`src/rtl/vlu_pkg.sv`:
```
package vlu_pkg;

   typedef enum logic [1:0] {
      VL_IDLE  = 2'd0,
      VL_ISSUE = 2'd1,
      VL_DRAIN = 2'd2
   } vl_state_e;

   function automatic bit is_pow2(input int v);
      return (v > 0) && ((v & (v - 1)) == 0);
   endfunction

endpackage

```
`src/rtl/vlu_addr_gen.sv`:
```
module vlu_addr_gen #(
   parameter int ADDR_W = 32,
   parameter int BANK_W = 3,
   parameter int LEN_W  = 7,
   parameter int IDX_W  = 6
) (
   input  logic                     clk,
   input  logic                     rst_n,
   input  logic                     load_i,
   input  logic [ADDR_W-1:0]        base_i,
   input  logic [ADDR_W-1:0]        stride_i,
   input  logic [LEN_W-1:0]         len_i,
   input  logic                     advance_i,
   output logic                     pending_o,
   output logic [BANK_W-1:0]        bank_o,
   output logic [ADDR_W-BANK_W-1:0] row_o,
   output logic [IDX_W-1:0]         idx_o,
   output logic [IDX_W-1:0]         last_idx_o
);

   logic [ADDR_W-1:0] addr_q;
   logic [ADDR_W-1:0] stride_q;
   logic [LEN_W-1:0]  cnt_q;
   logic [LEN_W-1:0]  len_q;
   logic [LEN_W-1:0]  len_m1;

   always_ff @(posedge clk) begin
      if (!rst_n) begin
         addr_q   <= '0;
         stride_q <= '0;
         cnt_q    <= '0;
         len_q    <= '0;
      end else if (load_i) begin
         addr_q   <= base_i;
         stride_q <= stride_i;
         cnt_q    <= '0;
         len_q    <= len_i;
      end else if (advance_i) begin
         addr_q   <= addr_q + stride_q;
         cnt_q    <= cnt_q + LEN_W'(1);
      end
   end

   assign len_m1     = len_q - LEN_W'(1);
   assign pending_o  = (cnt_q != len_q);
   assign bank_o     = addr_q[BANK_W-1:0];
   assign row_o      = addr_q[ADDR_W-1:BANK_W];
   assign idx_o      = cnt_q[IDX_W-1:0];
   assign last_idx_o = len_m1[IDX_W-1:0];

endmodule

```
`src/rtl/vlu_bank_timer.sv`:
```
module vlu_bank_timer #(
   parameter int NUM_BANKS = 8,
   parameter int BANK_W    = 3,
   parameter int BANK_BUSY = 6
) (
   input  logic                 clk,
   input  logic                 rst_n,
   input  logic                 hit_i,
   input  logic [BANK_W-1:0]    hit_bank_i,
   output logic [NUM_BANKS-1:0] free_o
);

   localparam int CNT_W = $clog2(BANK_BUSY);
   localparam logic [CNT_W-1:0] RELOAD = CNT_W'(BANK_BUSY - 1);

   for (genvar b = 0; b < NUM_BANKS; b++) begin : g_bank
      logic [CNT_W-1:0] rest_q;

      always_ff @(posedge clk) begin
         if (!rst_n) begin
            rest_q <= '0;
         end else if (hit_i && (hit_bank_i == BANK_W'(b))) begin
            rest_q <= RELOAD;
         end else if (rest_q != '0) begin
            rest_q <= rest_q - CNT_W'(1);
         end
      end

      assign free_o[b] = (rest_q == '0);
   end

endmodule

```
`src/rtl/vlu_resp_pipe.sv`:
```
module vlu_resp_pipe #(
   parameter int DATA_W = 64,
   parameter int IDX_W  = 6,
   parameter int STAGES = 11
) (
   input  logic              clk,
   input  logic              rst_n,
   input  logic              in_valid_i,
   input  logic [DATA_W-1:0] in_data_i,
   input  logic [IDX_W-1:0]  in_idx_i,
   output logic              out_valid_o,
   output logic [DATA_W-1:0] out_data_o,
   output logic [IDX_W-1:0]  out_idx_o
);

   logic              v_q [STAGES];
   logic [DATA_W-1:0] d_q [STAGES];
   logic [IDX_W-1:0]  x_q [STAGES];

   for (genvar s = 0; s < STAGES; s++) begin : g_stage
      logic              v_in;
      logic [DATA_W-1:0] d_in;
      logic [IDX_W-1:0]  x_in;

      if (s == 0) begin : g_head
         assign v_in = in_valid_i;
         assign d_in = in_data_i;
         assign x_in = in_idx_i;
      end else begin : g_body
         assign v_in = v_q[s-1];
         assign d_in = d_q[s-1];
         assign x_in = x_q[s-1];
      end

      always_ff @(posedge clk) begin
         if (!rst_n) v_q[s] <= 1'b0;
         else        v_q[s] <= v_in;
      end

      always_ff @(posedge clk) begin
         d_q[s] <= d_in;
         x_q[s] <= x_in;
      end
   end

   assign out_valid_o = v_q[STAGES-1];
   assign out_data_o  = d_q[STAGES-1];
   assign out_idx_o   = x_q[STAGES-1];

endmodule

```
`src/rtl/strided_vload_unit.sv`:
```
module strided_vload_unit #(
   parameter  int ADDR_W    = 32,
   parameter  int DATA_W    = 64,
   parameter  int NUM_BANKS = 8,
   parameter  int BANK_BUSY = 6,
   parameter  int LOAD_LAT  = 12,
   parameter  int MAX_LEN   = 64,
   localparam int BANK_W    = $clog2(NUM_BANKS),
   localparam int ROW_W     = ADDR_W - BANK_W,
   localparam int LEN_W     = $clog2(MAX_LEN + 1),
   localparam int IDX_W     = $clog2(MAX_LEN)
) (
   input  logic              clk,
   input  logic              rst_n,
   input  logic              start_i,
   input  logic [ADDR_W-1:0] base_i,
   input  logic [ADDR_W-1:0] stride_i,
   input  logic [LEN_W-1:0]  len_i,
   output logic              busy_o,
   output logic              done_o,
   output logic              req_valid_o,
   output logic [BANK_W-1:0] req_bank_o,
   output logic [ROW_W-1:0]  req_row_o,
   input  logic              rsp_valid_i,
   input  logic [DATA_W-1:0] rsp_data_i,
   output logic              elem_valid_o,
   output logic [IDX_W-1:0]  elem_idx_o,
   output logic [DATA_W-1:0] elem_data_o
);
   import vlu_pkg::*;

   // The bank read itself takes one cycle; the delay line supplies the rest.
   localparam int PIPE_STAGES = LOAD_LAT - 1;

   if (!is_pow2(NUM_BANKS) || NUM_BANKS < 2) begin : g_bad_banks
      $error("NUM_BANKS must be a power of two of at least 2");
   end
   if (BANK_BUSY < 2) begin : g_bad_busy
      $error("BANK_BUSY must be at least 2");
   end
   if (LOAD_LAT < 2) begin : g_bad_lat
      $error("LOAD_LAT must be at least 2");
   end
   if (MAX_LEN < 2 || ADDR_W <= BANK_W) begin : g_bad_len
      $error("MAX_LEN or ADDR_W out of range");
   end

   vl_state_e              state_q;
   logic                   accept;
   logic                   len_ok;
   logic                   pending;
   logic                   fire;
   logic [NUM_BANKS-1:0]   bank_free;
   logic [IDX_W-1:0]       cur_idx;
   logic [IDX_W-1:0]       last_idx;
   logic [IDX_W-1:0]       tag_q;
   logic                   last_out;
   logic                   done_q;

   assign len_ok = (len_i != '0) && (len_i <= LEN_W'(MAX_LEN));
   assign accept = (state_q == VL_IDLE) && start_i && len_ok;

   vlu_addr_gen #(
      .ADDR_W (ADDR_W),
      .BANK_W (BANK_W),
      .LEN_W  (LEN_W),
      .IDX_W  (IDX_W)
   ) u_agen (
      .clk        (clk),
      .rst_n      (rst_n),
      .load_i     (accept),
      .base_i     (base_i),
      .stride_i   (stride_i),
      .len_i      (len_i),
      .advance_i  (fire),
      .pending_o  (pending),
      .bank_o     (req_bank_o),
      .row_o      (req_row_o),
      .idx_o      (cur_idx),
      .last_idx_o (last_idx)
   );

   vlu_bank_timer #(
      .NUM_BANKS (NUM_BANKS),
      .BANK_W    (BANK_W),
      .BANK_BUSY (BANK_BUSY)
   ) u_timer (
      .clk        (clk),
      .rst_n      (rst_n),
      .hit_i      (fire),
      .hit_bank_i (req_bank_o),
      .free_o     (bank_free)
   );

   // Issue looks at the target bank's counter in the issuing cycle.
   assign fire        = pending && bank_free[req_bank_o];
   assign req_valid_o = fire;

   always_ff @(posedge clk) begin
      if (!rst_n)    tag_q <= '0;
      else if (fire) tag_q <= cur_idx;
   end

   vlu_resp_pipe #(
      .DATA_W (DATA_W),
      .IDX_W  (IDX_W),
      .STAGES (PIPE_STAGES)
   ) u_pipe (
      .clk         (clk),
      .rst_n       (rst_n),
      .in_valid_i  (rsp_valid_i),
      .in_data_i   (rsp_data_i),
      .in_idx_i    (tag_q),
      .out_valid_o (elem_valid_o),
      .out_data_o  (elem_data_o),
      .out_idx_o   (elem_idx_o)
   );

   assign last_out = elem_valid_o && (elem_idx_o == last_idx);

   always_ff @(posedge clk) begin
      if (!rst_n) begin
         state_q <= VL_IDLE;
         done_q  <= 1'b0;
      end else begin
         done_q <= (state_q == VL_DRAIN) && last_out;
         case (state_q)
            VL_IDLE:  if (accept)   state_q <= VL_ISSUE;
            VL_ISSUE: if (!pending) state_q <= VL_DRAIN;
            VL_DRAIN: if (last_out) state_q <= VL_IDLE;
            default:                state_q <= VL_IDLE;
         endcase
      end
   end

   assign busy_o = (state_q != VL_IDLE);
   assign done_o = done_q;

endmodule

```
`config.mk`:
```
export PLATFORM = sky130hd
export DESIGN_NAME = strided_vload_unit
export DESIGN_NICKNAME = d
export VERILOG_FILES = /design/src/rtl/vlu_pkg.sv /design/src/rtl/vlu_addr_gen.sv /design/src/rtl/vlu_bank_timer.sv /design/src/rtl/vlu_resp_pipe.sv /design/src/rtl/strided_vload_unit.sv
export SDC_FILE = /design/constraint.sdc
export NUM_CORES = 1
export LEC_CHECK = 0
export ABC_AREA = 1
export BUFFER_PORTS_ARGS = -buffer_cell sky130_fd_sc_hd__clkbuf_2
export CAP_MARGIN = 5
export CORE_UTILIZATION = 55
export DETAILED_ROUTE_END_ITERATION = 10
export PLACE_DENSITY_LB_ADDON = 0.2
export SLEW_MARGIN = 20
export SYNTH_ARGS = -nofsm -noshare
export SYNTH_HDL_FRONTEND = slang
export SYNTH_SLANG_ARGS = --single-unit
```
`constraint.sdc`:
```
create_clock -name clk -period 2.4 [get_ports clk]
set_input_delay 0.12 -clock clk [delete_from_list [all_inputs] [get_ports clk]]
set_output_delay 0.12 -clock clk [all_outputs]
set_load 0.03 [all_outputs]
```
# --- After elaboration in Yosys (flattened, before gate mapping) ---
# Memory sizes are Yosys's and may differ from the RTL's.
# Cells that the tools add are included.
# Widths: inputs -> output; s select.
totals:
  regBits: 111
  latchBits: 0
  mem_bits_rw: 781
  romBits: 0
  input_bits: 139
  output_inout_bits: 106
  mem_count: 3
memory_table:
  columns: ["memory", "words", "width", "read_ports", "rd_clocked_by_memory_dff", "wr", "line", "text"]
  rows:
  - ["u_pipe.d_q", 11, 64, 11, 0, 11, "vlu_resp_pipe.sv:17", "logic [DATA_W-1:0] d_q [STAGES];"]
  - ["u_pipe.x_q", 11, 6, 11, 0, 11, "vlu_resp_pipe.sv:18", "logic [IDX_W-1:0] x_q [STAGES];"]
  - ["u_pipe.v_q", 11, 1, 11, 0, 11, "vlu_resp_pipe.sv:16", "logic v_q [STAGES];"]
op_classes:
  add_sub_neg: 11
  mul: 0
  div: 0
  magnitude_cmp: 2
  n_eq_ne: 14
  n_shift: 0
  mux: 37
  bitwise_logic: 12
  reduce_logical: 53
op_table:
  columns: ["operator", "count"]
  rows:
  - ["$mux 32", 2]
  - ["$mux 3", 16]
  - ["$add 32x32->32", 1]
  - ["$logic_not 3->1", 9]
  - ["$reduce_bool 3->1", 8]
  - ["$sub 3x1->3 const B", 8]
  - ["$reduce_bool 2->1", 10]
  - ["$reduce_or 2->1", 9]
  - ["$logic_and 1x1->1", 14]
  - ["$mux 1", 14]
  - ["$eq 3x3->1 const B", 4]
  - ["$or 1x1->1", 11]
  - ["$add 7x1->7 const B", 1]
  - ["$le 7x7->1 const B", 1]
  - ["$ne 7x7->1", 1]
  - ["$reduce_bool 7->1", 1]
  - ["$eq 3x2->1 const B", 2]
  - ["$eq 6x6->1", 1]
  - ["$mux 2", 3]
  - ["$ne 2x2->1 const B", 3]
  - ["$pmux 2 s3", 1]
  - ["$sub 6x1->6 const B", 1]
  - ["$lt 3x4->1 const B", 1]
  - ["$bmux 1 s3", 1]
  - ["other kinds (6)", 6]

# --- Logic depth before layout (Yosys ltp) ---
depth:
  word_depth: 6
  depth_mapped: 14
  depth_no_buf: 14

# --- Modules after synthesis ---
# Synthesis repeated with hierarchy kept, for this count alone.
unflattened:
  hier_cells: 2020
  area_unflattened_um2: 23426.2
by_module_without_submodules:
  columns: ["mod", "n_inst", "cells_per_inst", "area_per_inst_um2"]
  rows:
  - ["vlu_resp_pipe", 1, 804, 15728.8]
  - ["vlu_addr_gen", 1, 875, 5525.3]
  - ["vlu_bank_timer", 1, 214, 1443.9]
  - ["strided_vload_unit", 1, 127, 728.2]

# --- Worst setup path before layout ---
# OpenSTA, ideal clock, no wires.
synth_timing:
  path_kind: "register to register"
  startpoint: "register u_agen.addr_q[0]"
  endpoint: "register u_agen.addr_q[8]"
  setup_ns: 0.114
  arrival_ns: 2.075
  required_ns: 2.286
  path_slack_ns: 0.212
  path_stages_with_launch: 12
  path_buffers: 0
  synth_period_minus_slack_ns: 2.188
  cell_sequence: "dfxtp_1 ha_1 fa_1 nand3_1 nand3_1 nand2_1 nand3_1 or2_2 nand3_1 nand2_1 nor2_1 nor2_1"
synth_between:
  elab_chain_len: 4
synth_rtl:
  columns: ["item", "line", "text"]
  rows:
  - ["start: declaration", "vlu_addr_gen.sv:21", "logic [ADDR_W-1:0] addr_q;"]
  - ["start signal: assignment", "vlu_addr_gen.sv:34", "addr_q <= base_i;"]
  - ["start signal: assignment", "vlu_addr_gen.sv:39", "addr_q <= addr_q + stride_q;"]
  - ["branches (longest 4 deep; another with $add 32x32->32)", null, null]
# Parallel ways; which one is timed is not known. The select of a mux whose other input is x is not followed.
# A chain may end at the register's enable or synchronous reset.

# --- Worst setup path after layout ---
layout_timing:
  startpoint: "register u_timer.g_bank[3].rest_q[0]"
  endpoint: "output port req_valid_o"
layout_between:
  elab_chain_len: 4
layout_rtl:
  columns: ["item", "line", "text"]
  rows:
  - ["start: declaration", "vlu_bank_timer.sv:17", "logic [CNT_W-1:0] rest_q;"]
  - ["start signal: assignment", "vlu_bank_timer.sv:25", "rest_q <= rest_q - CNT_W'(1);"]
  - ["$logic_not 3->1", "vlu_bank_timer.sv:29", "assign free_o[b] = (rest_q == '0);"]
  - ["$bmux 1 s3", "strided_vload_unit.sv:96", "assign fire = pending && bank_free[req_bank_o];"]
  - ["$mux 1 (implied by the code)", "strided_vload_unit.sv:96", null]
  - ["$logic_and 1x1->1", "strided_vload_unit.sv:96", null]
  - ["end: declaration", "strided_vload_unit.sv:21", "output logic req_valid_o,"]
# Every way passes these cells. The select of a mux whose other input is x is not followed.

==> results.sh <==
export IMPL_status="complete, no violations"
export IMPL_dp_slack_ps=155
export IMPL_die_w_um=208
export IMPL_antenna_found_initial=0
export IMPL_synthToLayoutAreaGrowth_pct=25.8
export IMPL_numCtsBuffers=80
export IMPL_p_clk_frac=0.367
export IMPL_clockBufferDepth=3
export IMPL_routedWlPerCell_um=15.0
export IMPL_synth_cell_types=36
export IMPL_seq_power_share=0.485
export IMPL_dr_total_vias=14100
export IMPL_cp_arrival_ps=2210
export IMPL_power_frac_comb=0.148
export IMPL_peakVddDrop_mv=0.964
export IMPL_max_slew_margin_rel=0.470
export IMPL_powerDensity_nw_per_um2=1180
export IMPL_startpoint_type="flop"
export IMPL_worst_slack_ps=75.0
export IMPL_dpl_cell_area_um2=25100
export IMPL_clock_fmax_mhz=430
export IMPL_async_flop_share=0
export IMPL_synth_nets=2195
export IMPL_overflow=0
export IMPL_ios=245
export IMPL_synth_edf_count=0
export IMPL_period_share=0.969
export IMPL_synth_top_area_cell="dfxtp_1"
export IMPL_die_h_um=208
export IMPL_fill_cells=2832
export IMPL_drv_slew=0
export IMPL_clock_latency_ps=600
export IMPL_synth_top_cells_by_count="dfxtp_1, nand2_1, inv_1"
export IMPL_maxCapViolations=0
export IMPL_drtAntennaViolNets=0
export IMPL_syn_inst=1998
export IMPL_routed_wl_um=45400
export IMPL_place_hpwl_um=28200
export IMPL_grt_pass1_wl_um=72900
export IMPL_synth_warnings=0
export IMPL_switching_power_mw=9.19
export IMPL_ys_top_cells_by_area="dfxtp_1, nand2_1, ha_1"
export IMPL_vias_per_cell=4.64
export IMPL_worst_path_max_fanout=17
export IMPL_drive_above_1_share=0.172
export IMPL_critPathRequiredTime_ps=2280
export IMPL_critical_path_class="reg -> out"
export IMPL_synth_area_per_cell_um2=11.6
export IMPL_synth_top_area_frac=0.768
export IMPL_root_buffer="clkbuf_16"
export IMPL_first_pass_iters=5
export IMPL_tightest_slew_ps=790
export IMPL_hold_viol=0
export IMPL_p_leak_nw=13.6
export IMPL_core_rowCount=74
export IMPL_intPower_mw=25.4
export IMPL_clock_sinks=892
export IMPL_gp_congestion=0.877
export IMPL_fin_tns_setup_ps=0
export IMPL_yosysSeqAreaShare=0.768
export IMPL_switching_share=0.266
export IMPL_holdWs_ps=87.1
export IMPL_synth_ff_type="dfxtp_1"
export IMPL_clk_pin_slew_ps=60
export IMPL_drtIter0Drc=689
export IMPL_setup_violations=0
export IMPL_grt_max_degree=48
export IMPL_fin_skew_ps=15.5
export IMPL_grt_pass1_vias=14500
export IMPL_synth_seq_cells=892
export IMPL_initial_core_util=0.563
export IMPL_yosysMostFrequentCell="dfxtp_1"
export IMPL_port_buffers=244
export IMPL_fin_area_um2=29200
export IMPL_die_area_um2=43100
export IMPL_coreArea_um2=41300
export IMPL_remaining_drc_errors=0
export IMPL_period_minus_slack_ps=2330
export IMPL_grt_usage=0.214
export IMPL_cts_tree="built"
export IMPL_critPathCaptureType="output port"
export IMPL_n_antenna_cell=0
export IMPL_hold_class="in -> reg"
export IMPL_htree_levels=3
export IMPL_nNetsFinal=2634
export IMPL_synth_area_um2=23200
## routing by layer
layer  global-route usage  share of wire
met1                0.249           0.41
met4               0.0952          0.034
met5                    0              0
met2                0.380           0.50
met3               0.0457          0.049
## cell usage in the layout (no fill, tap or decap), types with 46 or more instances in the layout
cell	netlist	layout
dfxtp_1	892	890
clkbuf_2	1	243
clkbuf_16	0	82
inv_1	190	190
dlygate4sd3_1	0	134
a21oi_1	129	129
o21ai_0	48	46
nand2_1	408	407
nand3_1	63	63
nor2_1	80	80
## stage by stage
step | cells | power [mW] | util
after global placement | 2752 | 21.5 | 0.607
after global routing | 3029 | 36.2 | 0.708
after detailed placement | 2752 | 21.7 | 0.607
after floorplan | 1998 | 20.2 | -
final | 3029 | 34.6 | 0.708
after CTS | 3029 | 34.7 | 0.706
## flip-flops by register name, indices dropped and copies added, names as in the netlist
name and cells:
state_q 2, u_agen.cnt_q 7, u_pipe.x_q 66, u_agen.len_q 7, tag_q 6, u_timer.g_bank.rest_q 24, u_agen.stride_q 32, done_o 1
u_agen.addr_q 32, u_pipe.v_q 11, u_pipe.d_q 704
## critical path, stage by stage (launching register included)
cell and delay [ps]:
dfxtp_1 340, inv_1 50, ha_2 200, ha_4 180, or2_0 250, o2111ai_2 90
nand2_2 100, nand2_4 110, clkinv_8 100, clkbuf_8 170
## kinds of logic after synthesis
logic type      Yosys count  share of synthesized area
compound gates          188                     0.0414
simple gates            585                      0.103
flops                   892                      0.768
xor+xnor                 34                     0.0128
mux                       7                    0.00301
fa+ha+maj                58                     0.0315
buf+inv                 234                     0.0403
## power groups by stage
stage	sequential (mW)	clock (mW)	combinational, mW
after floorplan	17.4	0	2.80
after global placement	17.0	0	4.43
after detailed placement	17.1	0	4.61
after CTS	16.8	12.9	4.95
after global routing	16.9	13.6	5.66
final	16.8	12.7	5.13
## layout make-up
cell class	instances	area [um^2]	area share
timing repair buffer	393	2710	0.0928
clock buffer	109	2330	0.0798
sequential	892	17900	0.611
inverter	198	758	0.0259
tap	532	666	0.0228
multi-input combinational	872	4560	0.156
clock inverter	33	350	0.0120
## timing repair
item,4_1_cts,5_1_grt
pin swaps,2,4
hold buffers,134,0
buffers inserted,1,0
endpoints found under the hold margin,134,0
endpoints found under the setup margin,1,29
gates resized for setup,12,22
## worst paths after layout
path / from / endpoint / slack (ps) / cells after the start
worst min-delay path: base_i[23] / u_agen.addr_q[23] / 90 / 5
worst max register to register: u_timer.g_bank[0].rest_q[1] / u_agen.addr_q[9] / 150 / 14
worst min register to register: u_pipe.d_q[2][63] / u_pipe.d_q[3][63] / 320 / 0
worst max-delay path: u_timer.g_bank[3].rest_q[0] / req_valid_o / 70 / 9
Power figures use the tool's default switching activity.
